### src/rtl/slot_branch_pkg.sv
package slot_branch_pkg;
  localparam int WORD_BITS  = 18;
  localparam int OP_BITS    = 5;
  localparam int ADDR_BITS  = 9;
  localparam int SLOT_COUNT = 4;
  localparam int PAGE_BITS  = 3;
  localparam int CELL_BITS  = 6;

  localparam logic [OP_BITS-1:0] OP_RET  = 5'd0;
  localparam logic [OP_BITS-1:0] OP_CALL = 5'd1;
  localparam logic [OP_BITS-1:0] OP_JUMP = 5'd2;
  localparam logic [OP_BITS-1:0] OP_COND = 5'd3;

  typedef enum logic {PH_FETCH, PH_EXEC} phase_t;

  typedef struct packed {
    logic loadWord;
    logic takeBranch;
    logic useRet;
    logic seqNext;
    logic latchExt;
    logic pushRet;
  } seq_strobes_t;
endpackage

### src/rtl/slot_seq_ctrl.sv
module slot_seq_ctrl
  import slot_branch_pkg::*;
#(
  parameter int OP_W  = OP_BITS,
  parameter int SLOTS = SLOT_COUNT,
  localparam int SLOT_W = $clog2(SLOTS)
) (
  input  logic              clk,
  input  logic              rstN,
  input  logic [OP_W-1:0]   opcode,
  input  logic              branchTaken,
  output seq_strobes_t      strobes,
  output logic [SLOT_W-1:0] slotIdx,
  output logic              fetchReq,
  output logic              opValid
);
  localparam logic [SLOT_W-1:0] LAST_SLOT = SLOT_W'(SLOTS - 1);

  phase_t phase;
  logic isRet, isCall, isJump, isCond, isBranch, taken, seqStep;

  assign fetchReq = (phase == PH_FETCH);
  assign opValid  = (phase == PH_EXEC);

  always_comb begin
    isRet    = (opcode == OP_RET);
    isCall   = (opcode == OP_CALL);
    isJump   = (opcode == OP_JUMP);
    isCond   = (opcode == OP_COND);
    isBranch = isRet || isCall || isJump || isCond;
    taken    = opValid && (isRet || isCall || isJump || (isCond && branchTaken));
    // a branch field fills the rest of its word, so a branch not taken ends the word
    seqStep  = opValid && !taken && ((slotIdx == LAST_SLOT) || isBranch);

    strobes.loadWord   = fetchReq;
    strobes.takeBranch = taken;
    strobes.useRet     = taken && isRet;
    strobes.seqNext    = seqStep;
    strobes.latchExt   = taken && !isRet && (slotIdx == '0);
    strobes.pushRet    = opValid && isCall;
  end

  always_ff @(posedge clk) begin
    if (!rstN) begin
      phase   <= PH_FETCH;
      slotIdx <= '0;
    end else if (phase == PH_FETCH) begin
      phase   <= PH_EXEC;
      slotIdx <= '0;
    end else if (taken || seqStep) begin
      phase   <= PH_FETCH;
      slotIdx <= '0;
    end else begin
      slotIdx <= slotIdx + 1'b1;
    end
  end
endmodule

### src/rtl/slot_seq_datapath.sv
module slot_seq_datapath
  import slot_branch_pkg::*;
#(
  parameter int WORD_W = WORD_BITS,
  parameter int OP_W   = OP_BITS,
  parameter int ADDR_W = ADDR_BITS,
  parameter int SLOTS  = SLOT_COUNT,
  parameter int PAGE_W = PAGE_BITS,
  localparam int SLOT_W = $clog2(SLOTS)
) (
  input  logic              clk,
  input  logic              rstN,
  input  seq_strobes_t      strobes,
  input  logic [SLOT_W-1:0] slotIdx,
  input  logic              opValid,
  input  logic [WORD_W-1:0] instrWord,
  input  logic [ADDR_W-1:0] retAddr,
  output logic [OP_W-1:0]   opcode,
  output logic [ADDR_W-1:0] pReg,
  output logic [ADDR_W-1:0] nextP,
  output logic [ADDR_W-1:0] pushAddr,
  output logic              extMode
);
  localparam int TAIL_W = WORD_W - (SLOTS - 1) * OP_W;

  logic [WORD_W-1:0] wordReg;
  logic [OP_W-1:0]   slotOps [SLOTS];
  logic [ADDR_W-1:0] target, pInc;

  for (genvar s = 0; s < SLOTS; s++) begin : g_slot
    if (s < SLOTS - 1) begin : g_full
      assign slotOps[s] = wordReg[WORD_W-1-s*OP_W -: OP_W];
    end else begin : g_tail
      assign slotOps[s] = {wordReg[TAIL_W-1:0], {(OP_W-TAIL_W){1'b0}}};
    end
  end

  assign opcode   = opValid ? slotOps[slotIdx] : '0;
  assign pInc     = pReg + 1'b1;
  assign pushAddr = pInc;

  always_comb begin
    if (strobes.useRet) begin
      target = retAddr;
    end else begin
      case (slotIdx)
        SLOT_W'(0): target = wordReg[ADDR_W-1:0];
        SLOT_W'(1): target = {1'b0, wordReg[ADDR_W-2:0]};
        SLOT_W'(2): target = {1'b0, pReg[ADDR_W-2:PAGE_W], wordReg[PAGE_W-1:0]};
        default:    target = pReg;
      endcase
    end
  end

  always_comb begin
    if (strobes.takeBranch)   nextP = target;
    else if (strobes.seqNext) nextP = pInc;
    else                      nextP = pReg;
  end

  always_ff @(posedge clk) begin
    if (!rstN) begin
      pReg    <= '0;
      wordReg <= '0;
      extMode <= 1'b0;
    end else begin
      pReg <= nextP;
      if (strobes.loadWord) wordReg <= instrWord;
      if (strobes.latchExt) extMode <= wordReg[ADDR_W];
    end
  end
endmodule

### src/rtl/slot_region_decode.sv
module slot_region_decode
  import slot_branch_pkg::*;
#(
  parameter int ADDR_W = ADDR_BITS,
  parameter int CELL_W = CELL_BITS
) (
  input  logic [ADDR_W-1:0] addr,
  output logic              selRam,
  output logic              selRom,
  output logic              selPort,
  output logic [CELL_W-1:0] cellIdx
);
  logic unusedMidBits;
  assign unusedMidBits = ^addr[ADDR_W-3:CELL_W];

  assign selPort = addr[ADDR_W-1];
  assign selRom  = !addr[ADDR_W-1] && addr[ADDR_W-2];
  assign selRam  = !addr[ADDR_W-1] && !addr[ADDR_W-2];
  assign cellIdx = addr[CELL_W-1:0];
endmodule

### src/rtl/slot_branch_seq.sv
module slot_branch_seq
  import slot_branch_pkg::*;
(
  input  logic                 clk,
  input  logic                 rstN,
  input  logic [WORD_BITS-1:0] instrWord,
  input  logic                 branchTaken,
  input  logic [WORD_BITS-1:0] retData,
  output logic                 fetchReq,
  output logic [ADDR_BITS-1:0] fetchAddr,
  output logic                 opValid,
  output logic [OP_BITS-1:0]   opcode,
  output logic [ADDR_BITS-1:0] nextP,
  output logic                 pushReq,
  output logic [ADDR_BITS-1:0] pushAddr,
  output logic                 extMode,
  output logic                 selRam,
  output logic                 selRom,
  output logic                 selPort,
  output logic [CELL_BITS-1:0] cellIdx
);
  localparam int SLOT_W = $clog2(SLOT_COUNT);

  seq_strobes_t      strobes;
  logic [SLOT_W-1:0] slotIdx;
  logic              unusedRetHigh;

  assign unusedRetHigh = ^retData[WORD_BITS-1:ADDR_BITS];
  assign pushReq       = strobes.pushRet;

  slot_seq_ctrl u_ctrl (
    .clk(clk), .rstN(rstN), .opcode(opcode), .branchTaken(branchTaken),
    .strobes(strobes), .slotIdx(slotIdx), .fetchReq(fetchReq), .opValid(opValid)
  );

  slot_seq_datapath u_dp (
    .clk(clk), .rstN(rstN), .strobes(strobes), .slotIdx(slotIdx), .opValid(opValid),
    .instrWord(instrWord), .retAddr(retData[ADDR_BITS-1:0]), .opcode(opcode),
    .pReg(fetchAddr), .nextP(nextP), .pushAddr(pushAddr), .extMode(extMode)
  );

  slot_region_decode u_region (
    .addr(fetchAddr), .selRam(selRam), .selRom(selRom), .selPort(selPort), .cellIdx(cellIdx)
  );
endmodule

### config.mk
export PLATFORM = sky130hd
export DESIGN_NAME = slot_branch_seq
export DESIGN_NICKNAME = d
export VERILOG_FILES = /design/src/rtl/slot_branch_pkg.sv /design/src/rtl/slot_seq_ctrl.sv /design/src/rtl/slot_seq_datapath.sv /design/src/rtl/slot_region_decode.sv /design/src/rtl/slot_branch_seq.sv
export SDC_FILE = /design/constraint.sdc
export NUM_CORES = 1
export LEC_CHECK = 0
export BUFFER_PORTS_ARGS = -buffer_cell sky130_fd_sc_hd__buf_4
export CAP_MARGIN = 20
export CORE_UTILIZATION = 40
export DETAILED_ROUTE_END_ITERATION = 8
export GPL_TIMING_DRIVEN = 0
export HOLD_SLACK_MARGIN = 0.12
export PLACE_DENSITY = 0.68
export SKIP_CTS_REPAIR_TIMING = 1
export SYNTH_ARGS = -nofsm -noshare
export SYNTH_HDL_FRONTEND = slang
export SYNTH_SLANG_ARGS = --single-unit
### constraint.sdc
create_clock -name clk -period 3.8 [get_ports clk]
set_input_delay 0.19 -clock clk [delete_from_list [all_inputs] [get_ports clk]]
set_output_delay 0.19 -clock clk [all_outputs]
set_load 0.02 [all_outputs]
==> out/summary.txt, run 1 <==
Hold/Removal Path Class -> in -> reg
Commonest cells in the synthesized netlist -> dfxtp_1, nor2_1, mux2i_1
Final Total Pwr -> 1000 µW
Top cell type's share of synthesized area -> 0.295
Clock buffer count from CTS -> 5
Routed met1 length -> 2.67 mm
Core area -> 0.00507 mm²
Clk pwr share -> 0.255
Vias -> 2,036
Switching pwr -> 353 µW
Maxcap violations -> 0
Row Count -> 26
Drt wl/cell -> 14.7 µm
Die width -> 74.5 µm
CP most frequent cell -> buf_6
RSZ-0062 raised after global routing -> no
CP max stage cell -> a222oi_1
Htree depth -> 2
Worst path buffer plus inverter count -> 4
DRC -> 0
CTS Buffer Depth -> 2
Worst slew pin tran -> 0.722 ns
WL final -> 5.73 mm
Final setup fails -> 0
I/O pins -> 84
DRT Pass-1 Iters -> 4
Count of pins over their slew limit -> 0
Met2 Routed Length -> 2.75 mm
Antenna diodes -> 0
Routed Antenna Nets -> 0
Sequential share of power -> 0.384
Hpwl dp -> 4.42 mm
Period utilization -> 0.807
GRT Total Usage -> 0.211
Sequential-to-total area share from yosys stat -> 0.295
Clock latency at the later pin of the worst-skew pair -> 0.28 ns
Post-synth ARST share -> 0
Setup CP Type -> reg -> out
GPL Wtd Cong -> 0.827
Initial Util -> 0.414
Nets@finish -> 363
Endpoint class of the critical path -> output port
Fmax achieved -> 326 MHz
Port buffer count -> 74
Sw Ratio -> 0.353
Seq cells post-synth -> 31
Synth Flop Type -> dfxtp_1
Post-synthesis cell area -> 0.00210 mm²
Metal3 WL -> 255 µm
Initial antenna violation count -> 0
Slew margin rel. -> 0.519
Routed vias/inst -> 5.23
Mean post-synth cell area -> 8.87 µm²
CTS Sinks -> 31
Crit-path leading delay family -> compound AO/OA/AOI/OAI gates
CP startpoint kind -> flip-flop
Setup TNS -> 0 ns
Maximum VDD drop -> 0.258 mV
Global route overflow -> 0
Final min period -> 3.07 ns
WP data arrival -> 2.88 ns
Reg clk slew, reported paths -> 0.07 ns
First-pass GRT wire length -> 8.76 mm
CTS tree -> yes
Area grow syn2layout -> 34.6%
Cell taking the most area after synthesis -> dfxtp_1
Critical path fanouts, max -> 10
Top post-synthesis cells by area -> dfxtp_1, mux2i_1, nor2_1, ha_1, nand2_1
Post-synthesis cell type count -> 57
P_leak -> 1.31 nW
Synth Instances -> 237
Final Skew -> 0.00735 ns
Synth warn -> 0
Highest routed layer -> met4
Largest net degree at the start of global routing -> 11
Proportion of layout cells with a drive suffix above 1 -> 0.348
Initial DRC Count -> 147
Comb pwr share -> 0.360
Outcome -> completed
EDFF count, synth -> 0
Fin. Hold Viols -> 0
Syn nets -> 282
Die area -> 0.00555 mm²
Clk root buf -> clkbuf_8
CP cell instances -> buf_6, mux2_4, a21oi_2, a21o_1, buf_6, mux2_1, a222oi_1, inv_1, buf_4
Max incr delay on CP -> 0.42 ns
Chip height -> 74.5 µm
WP data required -> 3.61 ns
Vias in the first global route -> 1,852
Power Dens Cells -> 353 mW/mm²
P_int -> 647 µW
## power by group through the flow
stage	logic, mW	registers [mW]	clock network (mW)
3_3_place_gp	0.356	0.389	0
4_1_cts	0.362	0.383	0.260
3_5_place_dp	0.361	0.391	0
2_1_floorplan	0.218	0.392	0
6_report	0.360	0.384	0.255
5_1_grt	0.388	0.388	0.273
## per-stage QoR
stage	setup WS [ns]	instance area, µm²	hold WS (ns)	util	std cells
after global placement	1.11	2750	0.419	0.541	381
after detailed placement	1.06	2750	0.428	0.541	381
after floorplan	1.37	2100	0.308	-	237
after CTS	0.746	2830	0.137	0.558	389
after global routing	0.577	2830	0.143	0.558	389
final	0.734	2830	0.138	0.558	389
## layer usage
metal  vias up  track usage
li1       1008            -
met2        63        0.352
met3         6       0.0325
met4         0       0.0587
met5         -            0
met1       959        0.281
## cell families (layout without fill, tap and decap cells)
family                     after synthesis  after routing  share of synthesized area
AOI/OAI and AO/OA                       48             48                      0.177
DFF                                     31             31                      0.295
buffers and inverters                   31            113                     0.0827
and+or+nand+nor                         77             77                      0.187
muxes                                   37             37                      0.193
adders and majority gates                6              6                     0.0357
xor gates and xnor gates                 7              7                     0.0291
## cell type report
| class | instances | area (µm²) |
|---|---|---|
| Fill cell | 503 | 2240 |
| Multi-Input combinational cell | 175 | 1310 |
| Sequential cell | 31 | 621 |
| Timing Repair Buffer | 74 | 556 |
| Buffer | 20 | 133 |
| Tap cell | 70 | 87.6 |
| Clock buffer | 6 | 72.6 |
| Inverter | 11 | 41.3 |
| Clock inverter | 2 | 12.5 |
## state kept, by name, summed over array words and instances (netlist names)
name / cells
u_dp.extMode: 1
u_dp.pReg: 9
u_ctrl.slotIdx: 2
u_dp.wordReg: 18
u_ctrl.opValid: 1
## worst paths after layout
| path | from | endpoint | slack (ns) | depth (start not counted) |
|---|---|---|---|---|
| worst min register to register | u_dp.extMode | u_dp.extMode | 0.50 | 2 |
| worst max register to register | u_ctrl.slotIdx[1] | u_dp.pReg[1] | 1.25 | 8 |
| worst min-delay path | instrWord[10] | u_dp.wordReg[10] | 0.14 | 3 |
| worst max-delay path | u_ctrl.slotIdx[1] | nextP[1] | 0.73 | 9 |
## cell usage in the layout (no fill, tap or decap), types with 3 or more instances in the layout
cell,synthesis,routed
dfxtp_1,31,31
a31oi_1,4,4
o21ai_0,8,8
xnor2_1,4,4
xor2_1,3,3
mux2_1,3,3
and3_1,3,3
nor2_1,31,31
nand2_1,15,15
clkbuf_8,0,5
a22o_1,6,6
mux2i_1,28,28
o21ai_1,3,3
o211ai_1,3,3
nand3_1,7,7
buf_4,7,81
inv_1,10,10
clkbuf_1,6,7
buf_6,4,4
nand2b_1,3,3
ha_1,6,6
mux2_4,3,3
a21oi_1,3,3
## worst reg2reg max path, stage by stage (launching register included)
cell and delay (ns):
dfxtp_1 0.39, buf_6 0.16, mux2_4 0.31, a21oi_2 0.35, a21o_1 0.22, buf_6 0.17
mux2_1 0.33, a222oi_1 0.42, nor2_1 0.07
Power figures use the tool's default switching activity.
==> run 2: changes to the inputs <==
--- a/config.mk
+++ b/config.mk
@@ -5,6 +5,7 @@
 export SDC_FILE = /design/constraint.sdc
 export NUM_CORES = 1
 export LEC_CHECK = 0
+export ABC_AREA = 1
 export BUFFER_PORTS_ARGS = -buffer_cell sky130_fd_sc_hd__buf_4
 export CAP_MARGIN = 20
 export CORE_UTILIZATION = 40
==> constraint.sdc (replaced) <==
create_clock -name clk -period 3.2 [get_ports clk]
set_input_delay 0.16 -clock clk [delete_from_list [all_inputs] [get_ports clk]]
set_output_delay 0.16 -clock clk [all_outputs]
set_load 0.02 [all_outputs]
==> run 2 against run 1 <==
  * Worst setup slack got worse by 0.12 ns
  * Final cell count increased by 18%
  * Sequential power increased by 33%
  * First-iteration DRC count increased by 11%
  * Critical path depth increased by 5
  * Power increased by 80%
==> out/summary.txt, run 2 <==
Top post-synthesis cells by area -> dfxtp_1, nand2_1, nand3_1, inv_1, a21oi_1
Synth Area in Adders -> 0.0359
WHS Path Cells -> 3
Cell taking the most area after synthesis -> dfxtp_1
Syn nets -> 355
P_leak -> 1.49 nW
CTS tree -> yes
Top reg by flops -> u_dp.wordReg
PnR worst setup slack -> 0.616 ns
Hold EP -> u_dp.wordReg[4]
Clock latency at the later pin of the worst-skew pair -> 0.29 ns
Final Skew -> 0.00757 ns
Largest registers -> u_dp.wordReg (18), u_dp.pReg (9), u_ctrl.slotIdx (2)
Setup CP Type -> reg -> out
CTS Buffer Depth -> 2
RSZ-0062 raised after global routing -> no
Metal3 WL -> 348 µm
Outcome -> completed
Global route overflow -> 0
Slew margin rel. -> 0.593
DP Area -> 0.00273 mm²
Routed Antenna Nets -> 0
Initial antenna violation count -> 0
Nets@finish -> 436
Hold_ws -> 0.129 ns
Vias -> 2,215
Final min period -> 2.58 ns
Fmax achieved -> 387 MHz
Power Dens Cells -> 637 mW/mm²
Initial DRC Count -> 163
Hold/Removal Path Class -> in -> reg
Vias in the first global route -> 2,039
Antenna diodes -> 0
Most frequent cells in the layout -> buf_4, nand2_1, inv_1, nand3_1, dfxtp_1
Worst slew pin tran -> 0.611 ns
First-pass GRT wire length -> 9.60 mm
Htree depth -> 2
WL final -> 6.02 mm
CTS Sinks -> 31
GRT Total Usage -> 0.232
WP data arrival -> 2.42 ns
Post-synthesis cell type count -> 31
Maxcap violations -> 0
Chip height -> 74.3 µm
Final setup fails -> 0
Post-synthesis cell area -> 0.00209 mm²
Initial Util -> 0.429
I/O pins -> 84
Final Total Pwr -> 1.80 mW
Setup TNS -> 0 ns
Clock buffer count from CTS -> 5
Post-route cell area -> 0.00282 mm²
Maximum VDD drop -> 0.244 mV
Met2 Routed Length -> 2.76 mm
Highest routed layer -> met4
Pre-CTS setup slack -> 0.949 ns
Largest net degree at the start of global routing -> 12
DRC -> 0
Sequential-to-total area share from yosys stat -> 0.296
Row Count -> 25
Routed vias/inst -> 4.83
Top cell type's share of synthesized area -> 0.296
Period utilization -> 0.807
Die width -> 74.3 µm
Largest register FFs -> 18
Compound-Gate Fraction of Synth Area -> 0.135
Post-synth ARST share -> 0
Hpwl dp -> 4.66 mm
Worst Hold Launch -> instrWord[4]
Core area -> 0.00488 mm²
Most common cell after layout, fill and taps aside -> buf_4
Synth Area in Simple Gates -> 0.363
Reg2reg start -> u_ctrl.slotIdx[0]
Seq cells post-synth -> 31
Area grow syn2layout -> 34.6%
Endpoint class of the critical path -> output port
Port buffer count -> 74
DRT Pass-1 Iters -> 4
Drt wl/cell -> 13.1 µm
Mean post-synth cell area -> 6.75 µm²
Clk root buf -> clkbuf_8
Fin. Hold Viols -> 0
Synth Area in XOR/XNOR -> 0.0209
Reg clk slew, reported paths -> 0.07 ns
Largest family of logic cells by synthesized area -> simple AND/OR/NAND/NOR gates
EDFF count, synth -> 0
Routed met1 length -> 2.87 mm
Proportion of layout cells with a drive suffix above 1 -> 0.293
Critical path fanouts, max -> 11
Synth Flop Type -> dfxtp_1
Die area -> 0.00553 mm²
Worst R2R End -> u_dp.pReg[2]
Commonest cells in the synthesized netlist -> nand2_1, inv_1, nand3_1
Mux contribution to synthesized area -> 0
Count of pins over their slew limit -> 0
WP data required -> 3.04 ns
Worst-case reg-to-reg path depth -> 13
Count leader, synth -> nand2_1
R2R Setup Slk -> 1.08 ns
CP startpoint kind -> flip-flop
Synth warn -> 0
GPL Wtd Cong -> 0.858
Synth Instances -> 310
[run 2: final cells by class]
type                            count  area, µm²
Buffer                             18        129
Inverter                           48        183
Tap cell                           67       83.8
Sequential cell                    31        621
Clock inverter                      2       12.5
Clock buffer                        6       72.6
Fill cell                         505       2060
Timing Repair Buffer               74        556
Multi-Input combinational cell    213       1160
[run 2: power breakdown]
part	leakage, nW	total (mW)	switching, mW	internal (mW)
Clock	0.0412	0.309	0.157	0.152
Combinational	1.20	0.977	0.584	0.393
Sequential	0.257	0.510	0.0659	0.444
Total	1.49	1.80	0.807	0.989
[run 2: worst max path at each step]
| stage | start | endpoint | slack [ns] | cells after the start |
|---|---|---|---|---|
| floorplan | u_dp.pReg[0] | nextP[6] | 1.18 | 9 |
| global placement | u_ctrl.slotIdx[0] | nextP[2] | 0.96 | 14 |
| detailed placement | u_ctrl.slotIdx[0] | nextP[2] | 0.95 | 14 |
| CTS | u_ctrl.slotIdx[0] | nextP[2] | 0.63 | 14 |
| global route | u_ctrl.slotIdx[0] | nextP[2] | 0.42 | 14 |
| finish | u_ctrl.slotIdx[0] | nextP[2] | 0.62 | 14 |
[run 2: worst max-delay path, stage by stage (launching register included)]
cell and delay, ns:
dfxtp_1 0.40, buf_6 0.17, inv_4 0.05, buf_12 0.13, ha_1 0.24, nor2_1 0.15
inv_1 0.11, or2_2 0.32, nand3_1 0.08, nand2_1 0.05, nand2_1 0.06, nand3_1 0.09
nand2_1 0.09, inv_1 0.04, buf_4 0.14
[run 2: cell families after synthesis]
logic type,count (synthesis)
simple gates,151
buf+inv,66
flops,31
fa+ha+maj,6
xor+xnor,5
compound gates,51
[run 2: metrics by stage]
stage / instances / utilization
3_3_place_gp: 451 / 0.560
4_1_cts: 459 / 0.577
2_1_floorplan: 310 / -
3_5_place_dp: 451 / 0.560
5_1_grt: 459 / 0.577
6_report: 459 / 0.577
[run 2: metal layers]
metal,track usage,vias to the layer above
met2,0.358,78
met3,0.0542,6
met1,0.312,970
li1,-,1161
met5,0,-
met4,0.0985,0
==> run 3: changes to the inputs <==
==> constraint.sdc (replaced) <==
create_clock -name clk -period 2.54 [get_ports clk]
set_input_delay 0.127 -clock clk [delete_from_list [all_inputs] [get_ports clk]]
set_output_delay 0.127 -clock clk [all_outputs]
set_load 0.02 [all_outputs]
==> run 3 against run 2 <==
  * Final cell count up 0.65%
  * Wire length rose by 1.7%
  * Via count rose by 1.4%
  * Power up 27%
  * Worst setup slack worse by 0.44 ns
  * Clock skew about the same
  * Combinational power is 28% higher
  * Flip-flop and latch count unchanged
  * Largest cell class unchanged
  * Sequential power rose by 26%
  * First-iteration DRC count fell by 26%
==> out/summary.txt, run 3 (same netlist as run 2, synthesis figures left out) <==
Largest net degree at the start of global routing -> 12
Core area -> 0.00488 mm²
Htree depth -> 2
Power Dens Cells -> 792 mW/mm²
Row Count -> 25
Multi-input gate area -> 0.00117 mm²
Initial antenna violation count -> 0
P_leak -> 1.51 nW
DP Area -> 0.00273 mm²
CTS Buffer Depth -> 2
Top reg by flops -> u_dp.wordReg
Routed Antenna Nets -> 0
GRT Total Usage -> 0.232
Final setup fails -> 0
CP most frequent cell -> nand2_1
R2R Setup Slk -> 0.62 ns
Maximum VDD drop -> 0.313 mV
Metal3 WL -> 326 µm
Routed met1 length -> 2.93 mm
Met2 Routed Length -> 2.76 mm
WP data arrival -> 2.23 ns
Slew margin rel. -> 0.613
Nets@finish -> 439
Post-route cell area -> 0.00287 mm²
Vias in the first global route -> 2,039
CP cell instances -> buf_8, inv_4, buf_12, nand2_1, nand3_1, nand2_2, nor2_8, nand3_4, nand2_2, nand2_1, nand3_1, nand2_1, buf_4
Critical path fanouts, max -> 11
Largest register FFs -> 18
Outcome -> completed
DRC -> 0
Highest routed layer -> met4
Clock latency at the later pin of the worst-skew pair -> 0.29 ns
Die width -> 74.3 µm
Most frequent cells in the layout -> buf_4, nand2_1, inv_1, nand3_1, dfxtp_1
Antenna diodes -> 0
Fillcell total -> 499
I/O pins -> 84
CTS tree -> yes
Die area -> 0.00553 mm²
Final Skew -> 0.00790 ns
Chip height -> 74.3 µm
CP max stage cell -> dfxtp_4
Area grow syn2layout -> 37.2%
First-pass GRT wire length -> 9.60 mm
Hpwl dp -> 4.66 mm
Maxcap violations -> 0
Period utilization -> 0.929
Initial DRC Count -> 121
Endpoint class of the critical path -> output port
Largest registers -> u_dp.wordReg (18), u_dp.pReg (9), u_ctrl.slotIdx (2)
Routed vias/inst -> 4.86
Most common cell after layout, fill and taps aside -> buf_4
RSZ-0062 raised after global routing -> no
Worst slew pin tran -> 0.580 ns
PnR worst setup slack -> 0.181 ns
Global route overflow -> 0
Drt wl/cell -> 13.3 µm
Pre-CTS setup slack -> 0.322 ns
Port buffer count -> 74
# placed instances -> 451
WL final -> 6.13 mm
Setup CP Type -> reg -> out
GPL Wtd Cong -> 0.858
Register area -> 624 µm²
Reg clk slew, reported paths -> 0.07 ns
DRT Pass-1 Iters -> 4
Vias -> 2,247
WP data required -> 2.41 ns
Count of pins over their slew limit -> 0
Final min period -> 2.36 ns
Fin. Hold Viols -> 0
Proportion of layout cells with a drive suffix above 1 -> 0.301
Max incr delay on CP -> 0.36 ns
CTS Sinks -> 31
CP startpoint kind -> flip-flop
Initial Util -> 0.429
Fmax achieved -> 424 MHz
Hold/Removal Path Class -> in -> reg
Clk root buf -> clkbuf_8
Clock buffer count from CTS -> 5
Fin cells -> 462
## run 3: cell types whose count changed in the layout (fill, tap and decap cells not counted), sizes merged
cell | previous run | this run
dlygate4sd3 | 0 | 4
clkbuf | 11 | 10
## run 3: power by group
group,internal (mW),leakage (nW),switching [mW]
Clock,0.191,0.0412,0.196
Combinational,0.503,1.21,0.742
Sequential,0.560,0.257,0.0835
## run 3: path summary, 6_finish.rpt
check                    start          endpoint  cells after the start
max          u_ctrl.slotIdx[0]          nextP[7]                     13
min               instrWord[9]   u_dp.wordReg[9]                      3
max reg2reg  u_ctrl.slotIdx[0]      u_dp.pReg[7]                     12
min reg2reg   u_dp.wordReg[17]  u_dp.wordReg[17]                      2
## run 3: metal layers
metal | up-vias | GRT usage
met5 | - | 0
met4 | 0 | 0.0985
met3 | 10 | 0.0542
met2 | 83 | 0.358
met1 | 989 | 0.312
li1 | 1165 | -
## run 3: final cells by class
| type | count | area share |
|---|---|---|
| inverter | 48 | 0.0636 |
| tap | 67 | 0.0292 |
| clock inverter | 2 | 0.00436 |
| multi-input combinational | 213 | 0.408 |
| buffer | 17 | 0.0449 |
| clock buffer | 6 | 0.0253 |
| sequential | 31 | 0.217 |
| timing repair buffer | 78 | 0.207 |
## run 3: metrics by stage
stage | utilization | power [mW] | hold WS [ns] | setup TNS, ns
final | 0.588 | 2.28 | 0.101 | 0
after global routing | 0.588 | 2.43 | 0.122 | 0
after CTS | 0.577 | 2.27 | 0.0922 | -0.00164
after detailed placement | 0.560 | 1.88 | 0.390 | 0
after global placement | 0.560 | 1.87 | 0.388 | 0
after floorplan | - | 1.42 | 0.265 | 0
## run 3: critical path: cells and delay by family, from the launching register on
family | cells | cell delay, ns
buffers and inverters | 4 | 0.48
flip-flops | 1 | 0.36
AND/OR/NAND/NOR | 9 | 1.10
